--- config.mk ---
export PLATFORM = sky130hd
export DESIGN_NAME = swm_tile_switch
export DESIGN_NICKNAME = d
export VERILOG_FILES = /design/src/rtl/swm_pkg.sv /design/src/rtl/swm_cfg_chain.sv /design/src/rtl/swm_wire_mux.sv /design/src/rtl/swm_pin_mux.sv /design/src/rtl/swm_tile_switch.sv
export SDC_FILE = /design/constraint.sdc
export NUM_CORES = 1
export LEC_CHECK = 0
export BUFFER_PORTS_ARGS = -buffer_cell sky130_fd_sc_hd__buf_2
export CORE_AREA = 2 2 241 243
export CTS_CLUSTER_DIAMETER = 50
export CTS_CLUSTER_SIZE = 8
export DETAILED_ROUTE_END_ITERATION = 7
export DIE_AREA = 0 0 243 245
export HOLD_SLACK_MARGIN = 0.03
export PLACE_DENSITY_LB_ADDON = 0.1
export SLEW_MARGIN = 30
export SYNTH_ARGS = -nofsm -noshare
export SYNTH_HDL_FRONTEND = slang
export SYNTH_SLANG_ARGS = --single-unit
--- constraint.sdc ---
create_clock -name clk -period 3.4 [get_ports clk]
set_input_delay 0.34 -clock clk [delete_from_list [all_inputs] [get_ports clk]]
set_output_delay 0.34 -clock clk [all_outputs]
set_load 0.005 [all_outputs]
--- src/rtl/swm_pkg.sv ---
package swm_pkg;
  // Number of indices r, r+s, r+2s, ... that stay below lim.
  function automatic int stride_taps(input int r, input int lim, input int s);
    if (lim <= r) return 0;
    return (lim - r + s - 1) / s;
  endfunction
endpackage

--- src/rtl/swm_cfg_chain.sv ---
module swm_cfg_chain #(
  parameter int BITS = 352
) (
  input  logic            clk,
  input  logic            rst_n,
  input  logic            en,
  input  logic            di,
  output logic            dout,
  output logic [BITS-1:0] q
);
  always_ff @(posedge clk or negedge rst_n) begin
    if (!rst_n) q <= '0;
    else if (en) q <= {di, q[BITS-1:1]};
  end

  assign dout = q[0];

  // the bit leaving the chain is the one that sat next to the bottom
  p_shift_out_r2: assert property (@(posedge clk) disable iff (!rst_n)
    en |=> (dout == $past(q[1])));
  p_top_in_r2: assert property (@(posedge clk) disable iff (!rst_n)
    en |=> (q[BITS-1] == $past(di)));
  // no shift, no change
  p_hold_r3: assert property (@(posedge clk) disable iff (!rst_n)
    !en |=> $stable(q));
endmodule

--- src/rtl/swm_wire_mux.sv ---
module swm_wire_mux #(
  parameter int IDX     = 0,
  parameter int NUM_DIR = 8,
  parameter int NUM_OUT = 16,
  parameter int STRIDE  = 6,
  parameter int SELW    = 4
) (
  input  logic               clk,
  input  logic               rst_n,
  input  logic [SELW-1:0]    sel,
  input  logic [NUM_DIR-1:0] nb_tap,
  input  logic [NUM_OUT-1:0] lo,
  output logic               sw
);
  localparam int RES   = IDX % STRIDE;
  localparam int NLO   = swm_pkg::stride_taps(RES, NUM_OUT, STRIDE);
  localparam int NCAND = 2 + NUM_DIR + NLO;
  localparam int NSLOT = 2 ** SELW;

  logic [NSLOT-1:0] cand;

  for (genvar k = 0; k < NSLOT; k++) begin : g_slot
    if (k == 0) begin : g_zero
      assign cand[k] = 1'b0;
    end else if (k == 1) begin : g_one
      assign cand[k] = 1'b1;
    end else if (k < 2 + NUM_DIR) begin : g_nb
      assign cand[k] = nb_tap[k-2];
    end else if (k < NCAND) begin : g_lo
      assign cand[k] = lo[RES + (k - 2 - NUM_DIR) * STRIDE];
    end else begin : g_none
      assign cand[k] = 1'b0;
    end
  end

  assign sw = cand[sel];

  // a select beyond the candidate list gives 0
  p_wire_range_r7: assert property (@(posedge clk) disable iff (!rst_n)
    (int'(sel) >= NCAND) |-> (sw == 1'b0));
  // constant selects
  p_wire_const_r4: assert property (@(posedge clk) disable iff (!rst_n)
    (sel < SELW'(2)) |-> (sw == sel[0]));
endmodule

--- src/rtl/swm_pin_mux.sv ---
module swm_pin_mux #(
  parameter int IDX    = 0,
  parameter int NUM_SW = 56,
  parameter int STRIDE = 6,
  parameter int SELW   = 4
) (
  input  logic              clk,
  input  logic              rst_n,
  input  logic [SELW-1:0]   sel,
  input  logic [NUM_SW-1:0] sw,
  output logic              pin
);
  localparam int RES   = IDX % STRIDE;
  localparam int NCAND = swm_pkg::stride_taps(RES, NUM_SW, STRIDE);
  localparam int NSLOT = 2 ** SELW;

  logic [NSLOT-1:0] cand;

  for (genvar k = 0; k < NSLOT; k++) begin : g_slot
    if (k < NCAND) begin : g_tap
      assign cand[k] = sw[RES + k * STRIDE];
    end else begin : g_none
      assign cand[k] = 1'b0;
    end
  end

  assign pin = cand[sel];

  // a select past the last reachable wire gives 0
  p_pin_range_r8: assert property (@(posedge clk) disable iff (!rst_n)
    (int'(sel) >= NCAND) |-> (pin == 1'b0));
  // select 0 reaches the wire at the pin's own residue
  p_pin_first_r8: assert property (@(posedge clk) disable iff (!rst_n)
    (sel == '0) |-> (pin == sw[RES]));
endmodule

--- src/rtl/swm_tile_switch.sv ---
module swm_tile_switch #(
  parameter int LUTS    = 8,
  parameter int LUT_K   = 4,
  parameter int SPARE   = 16,
  parameter int NUM_DIR = 8,
  parameter int STRIDE  = 6,
  parameter int NUM_SW  = LUTS * (LUT_K + 1) + SPARE,
  parameter int NUM_IN  = LUTS * LUT_K,
  parameter int NUM_OUT = 2 * LUTS
) (
  input  logic                      clk,
  input  logic                      rst_n,
  input  logic                      cfg_en,
  input  logic                      cfg_di,
  output logic                      cfg_do,
  input  logic [NUM_DIR*NUM_SW-1:0] nb_in,
  input  logic [NUM_OUT-1:0]        logic_out,
  output logic [NUM_SW-1:0]         sw_out,
  output logic [NUM_IN-1:0]         pin_in
);
  localparam int WSEL     = $clog2(2 + NUM_DIR + (NUM_OUT + STRIDE - 1) / STRIDE);
  localparam int PSEL     = $clog2((NUM_SW + STRIDE - 1) / STRIDE);
  localparam int PIN_BASE = NUM_SW * WSEL;
  localparam int CFG_BITS = PIN_BASE + NUM_IN * PSEL;

  logic [CFG_BITS-1:0] cfg_q;

  swm_cfg_chain #(.BITS(CFG_BITS)) u_chain (
    .clk  (clk),
    .rst_n(rst_n),
    .en   (cfg_en),
    .di   (cfg_di),
    .dout (cfg_do),
    .q    (cfg_q)
  );

  for (genvar i = 0; i < NUM_SW; i++) begin : g_wire
    logic [NUM_DIR-1:0] taps;
    for (genvar d = 0; d < NUM_DIR; d++) begin : g_dir
      assign taps[d] = nb_in[d*NUM_SW + ((i + d) % NUM_SW)];
    end
    swm_wire_mux #(
      .IDX(i), .NUM_DIR(NUM_DIR), .NUM_OUT(NUM_OUT), .STRIDE(STRIDE), .SELW(WSEL)
    ) u_mux (
      .clk   (clk),
      .rst_n (rst_n),
      .sel   (cfg_q[i*WSEL +: WSEL]),
      .nb_tap(taps),
      .lo    (logic_out),
      .sw    (sw_out[i])
    );
  end

  for (genvar p = 0; p < NUM_IN; p++) begin : g_pin
    swm_pin_mux #(
      .IDX(p), .NUM_SW(NUM_SW), .STRIDE(STRIDE), .SELW(PSEL)
    ) u_mux (
      .clk  (clk),
      .rst_n(rst_n),
      .sel  (cfg_q[PIN_BASE + p*PSEL +: PSEL]),
      .sw   (sw_out),
      .pin  (pin_in[p])
    );
  end

  // the cycle after reset releases, with no shift yet, nothing is routed
  p_reset_quiet_r1: assert property (@(posedge clk) disable iff (!rst_n)
    ($rose(rst_n) && !cfg_en) |-> (sw_out == '0 && pin_in == '0));
  // wire 0 with select 2 follows the north bus at index 0
  p_north_tap_r5: assert property (@(posedge clk) disable iff (!rst_n)
    (cfg_q[WSEL-1:0] == WSEL'(2)) |-> (sw_out[0] == nb_in[0]));
endmodule

==> flow_summary.ini, run 1 <==
[sta]
tns_ps = 0
finalHoldViolCount = 0
setup_viol = 0
period_minus_slack_ps = 3300
slew_viol_final = 0
grt_setup_unrepaired = yes
whs_ps = 278
max-slew-margin-rel = 0.373
fin_skew_ps = 17.6
worstMarginPinSlew_ps = 935
fin_crit_sh = 0.971
fmax_mhz = 303

[global_routing]
grt_max_degree = 102
grt_remaining_overflow = 0
grt_pass1_wl_um = 104000
grt_usage = 0.220
grt_pass1_vias = 18300
antenna_found_initial = 8

[outcome]
status = finished, final reports clean

[flow_run]
max-cap-violations = 0

[synthesis]
synth_top_family_by_area = multiplexers
synth_nets = 2570
synthMuxAreaShare = 0.289
synth-compound-area-share = 0.133
yosys.area_share.simple = 0.115
avgSynthCellArea_um2 = 10.7
synth_flop_cell = dfrtp_1
synth_xor_xnor_area_share = 0
synthAdderAreaFrac = 0
ys_seq_elements = 352
synth_cells = 2102
ys_types = 76
async_flop_share = 1.00
synth_area_um2 = 22500
ys_seq_area_frac = 0.391
synth_edf_count = 0
synth_warnings = 0

[cells_and_area]
drive_gt1_frac = 0.440
layout_common_cells = 554 x buf_2, 342 x dfrtp_1, 330 x mux2_2
area_growth_pct = 21.4
largest_reg_flops = 352
top_regs = u_chain.q (352)
regMostFlops = u_chain.q
final_nets = 3019
finalInstanceArea_um2 = 27400
fin_cells = 3337
n_fill_cell = 5380
mostFrequentLayoutCell = buf_2

[worst_setup_path]
end_kind = primary output
path_class = flop to primary output
crit_fanout = 6
start_kind = flop
crit_arrival_ps = 2960
required_ps = 3060

[pwr]
switchingPower_mw = 7.35
internal-power_mw = 12.1
ir_drop_v = 0.000415
powerDensity_nw_per_um2 = 712
p_leak_nw = 12.4
power_frac_seq = 0.363
p_comb_frac = 0.376
power_mw = 19.5
clkPwrFrac = 0.261
switching_share = 0.377

[detailed_routing]
detail_route.vias_per_cell = 5.63
met2WireLength_um = 33800
wl_met1_um = 28800
drc = 0
wl_met3_um = 3500
ant_nets = 0
drt_wl_total_um = 67800
drt-initial-drc-count = 864
top_layer_used = met5
first_pass_iters = 5
vias = 18800
wl_per_cell_um = 20.3

[floorplanning]
dieArea_um2 = 59500
coreArea_um2 = 57000
rows = 88
pin_count = 557
die_h_um = 245
die_w_um = 243
start_util = 0.395

[placed_design]
place_congestion = 0.874
dpl_cell_area_um2 = 25500
dp_cells = 3247
port_buffers = 556
detailed_place_hpwl_um = 50600

[clocking]
cts_buffers = 57
cts_tree = yes
cts-root-buf = clkbuf_16
clkTransAtPathRegs_ps = 50
clk_latency_ps = 580
cts_htree_levels = 2
clockBufferDepth = 3
cts_sinks = 352

[hold_path]
hold_path.class = primary input to flop
-- worst max-delay path, stage by stage (launching register included) --
cell	delay (ps)
dfrtp_2	420
mux4_2	510
or3b_1	360
o31ai_1	90
a31oi_2	140
a221oi_1	370
a31oi_1	80
a31o_1	260
buf_2	130
-- stage by stage --
stage,util,setup slack (ps)
5_1_grt,0.480,-27.0
3_5_place_dp,0.447,516
3_3_place_gp,0.447,547
4_1_cts,0.476,25.3
6_report,0.480,98.7
2_1_floorplan,-,915
-- worst paths after layout --
check	start	endpoint	slack, ps	cells after the start
max	u_chain.q[180]$_DFFE_PN0P_	pin_in[21]	100	8
min	cfg_en	u_chain.q[27]$_DFFE_PN0P_	280	2
max reg2reg	u_chain.q[155]$_DFFE_PN0P_	u_chain.q[154]$_DFFE_PN0P_	2320	2
min reg2reg	u_chain.q[71]$_DFFE_PN0P_	u_chain.q[70]$_DFFE_PN0P_	510	1
max in group asynchronous	rst_n	u_chain.q[36]$_DFFE_PN0P_	2220	3
min in group asynchronous	rst_n	u_chain.q[168]$_DFFE_PN0P_	290	2
-- layer usage --
| metal | vias to the layer above | global-route usage |
|---|---|---|
| met4 | 12 | 0.0655 |
| met2 | 516 | 0.377 |
| met1 | 9372 | 0.283 |
| met3 | 100 | 0.0409 |
| met5 | - | 0 |
| li1 | 8784 | - |
-- layout make-up --
class,count,area [um2],share of cell area
Antenna cell,1,2.50,0.0000915
Clock buffer,66,1500,0.0548
Clock inverter,13,128,0.00467
Inverter,117,439,0.0161
Multi-Input combinational cell,1420,12300,0.449
Sequential cell,352,8820,0.322
Tap cell,765,957,0.0350
Timing Repair Buffer,603,3240,0.118
-- cell families after synthesis --
family,after synthesis
compound gates,437
buf+inv,330
flops,352
mux,509
simple gates,474
-- repair_timing --
| action | in CTS | in global routing |
|---|---|---|
| setup endpoints to repair | 19 | 30 |
| endpoints found under the hold margin | 57 | 0 |
| resized for setup | 11 | 33 |
| setup buffers | 2 | 6 |
| pin swaps | 1 | 0 |
| hold buffers | 2 | 0 |
-- cell usage after synthesis (6+ instances only) --
cell type,number,area share
a211oi_1,25,0.0083
nor3b_1,23,0.0077
mux2_2,330,0.16
nor2_1,88,0.015
buf_1,24,0.0040
o21ai_0,82,0.018
or3b_1,6,0.0023
mux2i_1,96,0.043
o31ai_1,15,0.0050
buf_2,20,0.0044
dfrtp_1,352,0.39
nand2_1,137,0.023
o311ai_1,13,0.0051
a211o_1,6,0.0023
mux4_2,79,0.079
or3_1,8,0.0022
nor4b_1,9,0.0035
nor3_1,40,0.0089
a31o_1,11,0.0043
clkbuf_1,77,0.013
nand2b_1,16,0.0044
nand4b_1,6,0.0023
buf_4,89,0.030
a31oi_1,48,0.013
o2111ai_1,20,0.0078
nand3b_1,43,0.014
inv_1,113,0.019
and3_1,7,0.0019
nand3_1,11,0.0024
o21ai_1,16,0.0036
a311oi_1,28,0.011
a2111oi_0,18,0.0070
nor2b_1,14,0.0039
a21oi_1,86,0.019
nor4_1,16,0.0044
o22ai_1,7,0.0019
nand4_1,12,0.0033
and3b_1,17,0.0066
-- power by group through the flow --
stage	Combinational, mW	Clock [mW]	Sequential (mW)
finish	7.32	5.09	7.07
global route	8.02	5.43	7.33
CTS	7.27	5.25	7.05
detailed placement	7.21	0	7.11
global placement	7.10	0	7.04
floorplan	5.98	0	6.12
No activity file was read; power rests on OpenSTA's default activity.
==> inputs of run 2 (changes only) <==
--- a/config.mk
+++ b/config.mk
@@ -6,13 +6,14 @@
 export NUM_CORES = 1
 export LEC_CHECK = 0
 export BUFFER_PORTS_ARGS = -buffer_cell sky130_fd_sc_hd__buf_2
-export CORE_AREA = 2 2 241 243
+export CORE_AREA = 2 2 218 220
 export CTS_CLUSTER_DIAMETER = 50
 export CTS_CLUSTER_SIZE = 8
 export DETAILED_ROUTE_END_ITERATION = 7
-export DIE_AREA = 0 0 243 245
+export DIE_AREA = 0 0 220 222
 export HOLD_SLACK_MARGIN = 0.03
 export PLACE_DENSITY_LB_ADDON = 0.1
+export REMOVE_ABC_BUFFERS = 1
 export SLEW_MARGIN = 30
 export SYNTH_ARGS = -nofsm -noshare
 export SYNTH_HDL_FRONTEND = slang
==> run 2 against run 1 <==
Compared with the run above:
- clock power shrank 4.1%
- fmax grew 0.41%
- setup slack gained 13 ps
- worst hold slack got worse by 68 ps
- clock-buffer cell count did not move
- utilization grew 11 points
- first-iteration DRC count increased by 50%
- critical path type unchanged
- non-clock buffer count down 4
- cell area fell by 1.0%
- largest cell class unchanged
- sequential power about the same
- via count is 0.83% higher
==> flow_summary.ini, run 2 (synthesis results as in run 1) <==
[clocking]
cts_htree_levels = 2
clkTransAtPathRegs_ps = 50
clockBufferDepth = 3
cts_buffers = 53
cts-root-buf = clkbuf_16
cts_tree = yes
clk_latency_ps = 580
cts_sinks = 352

[flow_run]
max-cap-violations = 0

[sta]
slew_viol_final = 0
fin_skew_ps = 19.1
setup_viol = 0
period_minus_slack_ps = 3290
worstMarginPinSlew_ps = 774
max-slew-margin-rel = 0.484
finalHoldViolCount = 0
tns_ps = 0
fmax_mhz = 304
fin_crit_sh = 0.967

[detailed_routing]
drt_wl_total_um = 66500
detail_route.vias_per_cell = 5.97
vias = 18900
drt-initial-drc-count = 1300
drc = 0
wl_per_cell_um = 21.0
ant_nets = 0
first_pass_iters = 5

[worst_setup_path]
crit_chain = mux2i_1, nor2_1, a2111oi_0, nor2_2, mux2i_1, nand3b_1, a31o_1, buf_2
critical-path-max-stage-delay_ps = 570
crit_arrival_ps = 2950
slowest_stage = a2111oi_0
required_ps = 3060
path_class = flop to primary output
path_common_cell = mux2i_1
end_kind = primary output
start_kind = flop
crit_fanout = 9

[cells_and_area]
layout_common_cells = 554 x buf_2, 343 x dfrtp_1, 330 x mux2_2
largest_reg_flops = 352
n_fill_cell = 3927
regMostFlops = u_chain.q
drive_gt1_frac = 0.437
mostFrequentLayoutCell = buf_2
area_growth_pct = 20.2
final_nets = 3011
top_regs = u_chain.q (352)

[floorplanning]
start_util = 0.487
rows = 79
dieArea_um2 = 48800
die_h_um = 222
die_w_um = 220
coreArea_um2 = 46300
pin_count = 557

[pwr]
powerDensity_nw_per_um2 = 712
power_mw = 19.3
ir_drop_v = 0.000378
p_leak_nw = 12.4

[global_routing]
grt_pass1_wl_um = 104000
grt_usage = 0.268
grt_remaining_overflow = 0
grt_pass1_vias = 18700
grt_max_degree = 95
antenna_found_initial = 7

[placed_design]
detailed_place_hpwl_um = 50300
port_buffers = 556
place_congestion = 0.904

[hold_path]
hold_path.class = primary input to flop

[outcome]
status = finished, final reports clean
run 2: path summary, 6_finish.rpt:
path                       cells after the start                      start  slack [ps]                    endpoint
setup / recovery                               8  u_chain.q[28]$_DFFE_PN0P_         110                  pin_in[25]
hold / removal                                 3                     cfg_en         210  u_chain.q[214]$_DFFE_PN0P_
setup reg to reg                               1  u_chain.q[80]$_DFFE_PN0P_        2370   u_chain.q[79]$_DFFE_PN0P_
hold reg to reg                                1  u_chain.q[71]$_DFFE_PN0P_         500   u_chain.q[70]$_DFFE_PN0P_
max in group asynchronous                      3                      rst_n        2120   u_chain.q[52]$_DFFE_PN0P_
min in group asynchronous                      2                      rst_n         320   u_chain.q[70]$_DFFE_PN0P_
run 2: per-stage QoR:
stage | utilization | setup WS [ps] | instance area, um2 | hold slack, ps | instances
2_1_floorplan | - | 1010 | 21400 | 44.4 | 1889
3_3_place_gp | 0.547 | 553 | 25300 | 400 | 3088
3_5_place_dp | 0.547 | 357 | 25300 | 402 | 3088
4_1_cts | 0.581 | -35.7 | 26900 | 190 | 3162
5_1_grt | 0.585 | -30.0 | 27100 | 225 | 3170
6_report | 0.585 | 112 | 27100 | 210 | 3171
run 2: critical path: cells and delay by family (launching register included):
family | cells | cell delay, ps
simple gates | 3 | 380
compound gates | 2 | 850
flops | 1 | 530
buf+inv | 1 | 150
mux | 2 | 460
run 2: what timing repair did:
action	in CTS	in global routing
pin swaps	1	2
hold buffers	2	0
endpoints found under the hold margin	78	0
endpoints found under the setup margin	20	25
setup buffers	1	4
gates resized for setup	6	36
run 2: final cells by class:
| cell class | instances | area, um2 | area share |
|---|---|---|---|
| multi-input combinational | 1420 | 12300 | 0.453 |
| sequential | 352 | 8820 | 0.326 |
| timing repair buffer | 599 | 3240 | 0.120 |
| clock buffer | 66 | 1480 | 0.0546 |
| tap | 607 | 759 | 0.0281 |
| inverter | 117 | 439 | 0.0162 |
| clock inverter | 5 | 56.3 | 0.00208 |
| antenna | 5 | 12.5 | 0.000462 |
run 2: routing by layer:
metal	track usage	part of all wire	vias to the layer above
met2	0.444	0.49	671
met3	0.0442	0.064	112
met1	0.358	0.42	9400
met4	0.0881	0.026	2
met5	0	0.00017	-
li1	-	-	8755
run 2: power by group:
part | total, mW | internal [mW] | switching [mW] | leakage [nW]
combinational | 7.33 | 3.80 | 3.53 | 6.83
sequential | 7.06 | 5.18 | 1.89 | 4.80
clock | 4.88 | 3.05 | 1.83 | 0.753
total | 19.3 | 12.0 | 7.24 | 12.4
==> inputs of run 3 (changes only) <==
--- a/config.mk
+++ b/config.mk
@@ -12,7 +12,7 @@
 export DETAILED_ROUTE_END_ITERATION = 7
 export DIE_AREA = 0 0 220 222
 export HOLD_SLACK_MARGIN = 0.03
-export PLACE_DENSITY_LB_ADDON = 0.1
+export PLACE_DENSITY = 0.74
 export REMOVE_ABC_BUFFERS = 1
 export SLEW_MARGIN = 30
 export SYNTH_ARGS = -nofsm -noshare
==> run 3 against run 2 <==
Compared with the run above:
- wire length rose by 1.7%
- sequential power barely moved
- sequential share of layout area barely moved
- total power fell by 0.33%
- die area did not move
- clock power fell by 3%
- worst hold slack improved by 140 ps
- global-route usage rose by 0.13 points
- critical path type unchanged
==> flow_summary.ini, run 3 (synthesis results as in run 1) <==
[outcome]
status = finished, final reports clean

[global_routing]
grt_usage = 0.270
grt_max_degree = 94
antenna_found_initial = 4
grt_remaining_overflow = 0
grt_pass1_wl_um = 103000
grt_pass1_vias = 18900

[worst_setup_path]
path_class = flop to primary output
r2r-start = u_chain.q[31]$_DFFE_PN0P_
end_kind = primary output
rr_worst_depth = 2
timing.reg2reg.setup_slack_ps = 2280
crit_fanout = 9
cp_num_cells = 9
crit_arrival_ps = 3020
critical-path-max-stage-delay_ps = 490
slowest_stage = dfrtp_2
crit_chain = mux2_1, nor4b_1, a41oi_1, o211ai_1, buf_4, a311oi_1, o21ai_1, o31ai_1, buf_2
crit_start = u_chain.q[24]$_DFFE_PN0P_
crit_path_end = pin_in[18]
cp_top_family = compound AO/OA/AOI/OAI gates
path_buf_inv = 2
timing.rr.end = u_chain.q[31]$_DFFE_PN0P_
start_kind = flop
required_ps = 3060

[placed_design]
place_ws_ps = 440
place_congestion = 0.898
dp_cells = 3086
port_buffers = 556
detailed_place_hpwl_um = 50900

[hold_path]
hold_path.class = primary input to async pin

[detailed_routing]
drt_wl_total_um = 67700
top_layer_used = met5
ant_nets = 0
wl_per_cell_um = 21.4
wl_met1_um = 27500
wl_met3_um = 4620
first_pass_iters = 5
vias = 19200
met2WireLength_um = 33600
drt-initial-drc-count = 1130
detail_route.vias_per_cell = 6.06
drc = 0

[sta]
slew_viol_final = 0
max-slew-margin-rel = 0.459
fmax_mhz = 298
fin_crit_sh = 0.988
setup_ws_ps = 42.4
finalHoldViolCount = 0
fin_skew_ps = 19.0
period_minus_slack_ps = 3360
tns_ps = 0
worstMarginPinSlew_ps = 798
setup_viol = 0
grt_setup_unrepaired = yes
whs_ps = 352

[cells_and_area]
mostFrequentLayoutCell = buf_2
drive_gt1_frac = 0.441
area_growth_pct = 20.0
fin_cells = 3164
regMostFlops = u_chain.q
layout_common_cells = 554 x buf_2, 342 x dfrtp_1, 330 x mux2_2
largest_reg_flops = 352
final_nets = 3009
top_regs = u_chain.q (352)

[clocking]
cts_sinks = 352
clockBufferDepth = 3
cts_buffers = 52
clk_latency_ps = 580
clkTransAtPathRegs_ps = 50
cts_htree_levels = 2
cts-root-buf = clkbuf_16
cts_tree = yes

[flow_run]
max-cap-violations = 0

[pwr]
power_mw = 19.2
p_leak_nw = 12.4
powerDensity_nw_per_um2 = 710
ir_drop_v = 0.000393

[floorplanning]
coreArea_um2 = 46300
start_util = 0.487
dieArea_um2 = 48800
rows = 79
die_w_um = 220
die_h_um = 222
pin_count = 557
==> run 3: cell types whose count changed in the layout (fill, tap and decap cells not counted), moves of 3 or more <==
cell and change:
buf_12 -3, a221oi_1 -3, clkbuf_8 -4, a221oi_2 +3
==> run 3: through the flow <==
step,cell area [um2],util
after floorplan,21400,-
after global placement,25200,0.546
after detailed placement,25200,0.546
after CTS,26800,0.580
after global routing,27000,0.585
final,27000,0.585
==> run 3: layout make-up <==
| class | instances | area [um2] |
|---|---|---|
| clock buffer | 61 | 1380 |
| sequential | 352 | 8820 |
| tap | 607 | 759 |
| inverter | 117 | 439 |
| multi-input combinational | 1420 | 12400 |
| clock inverter | 6 | 87.6 |
| fill | 3842 | 19200 |
| timing repair buffer | 598 | 3200 |
| antenna | 3 | 7.51 |
==> run 3: where the power goes <==
group	total (mW)	switching, mW	internal (mW)	leakage, nW
combinational	7.39	3.60	3.79	6.84
clock	4.75	1.80	2.95	0.720
sequential	7.08	1.90	5.18	4.80
==> run 3: worst min-delay path by stage <==
stage / start / depth (start not counted) / endpoint
3_3_place_gp: rst_n / 1 / u_chain.q[112]$_DFFE_PN0P_
5_1_grt: cfg_en / 3 / u_chain.q[13]$_DFFE_PN0P_
4_1_cts: cfg_en / 3 / u_chain.q[129]$_DFFE_PN0P_
3_5_place_dp: rst_n / 1 / u_chain.q[112]$_DFFE_PN0P_
2_1_floorplan: rst_n / 0 / u_chain.q[0]$_DFFE_PN0P_
6_report: rst_n / 2 / u_chain.q[112]$_DFFE_PN0P_
==> run 3: repair_timing <==
item                                    CTS  global route
endpoints found under the setup margin   23            30
gates resized for setup                  15            44
cloned                                    0             0
endpoints found under the hold margin    72             0
setup buffers                             1             5
hold buffers                              2             0
pin swaps                                 1             3
==> run 3: worst reg2reg max path, stage by stage (launching register included) <==
cell	delay, ps
dfrtp_1	510
buf_4	240
mux2_2	260
==> run 3: layer usage <==
layer	vias up	GRT usage
met3	130	0.0444
met5	-	0
met2	785	0.461
met1	9517	0.343
met4	2	0.0976
li1	8749	-
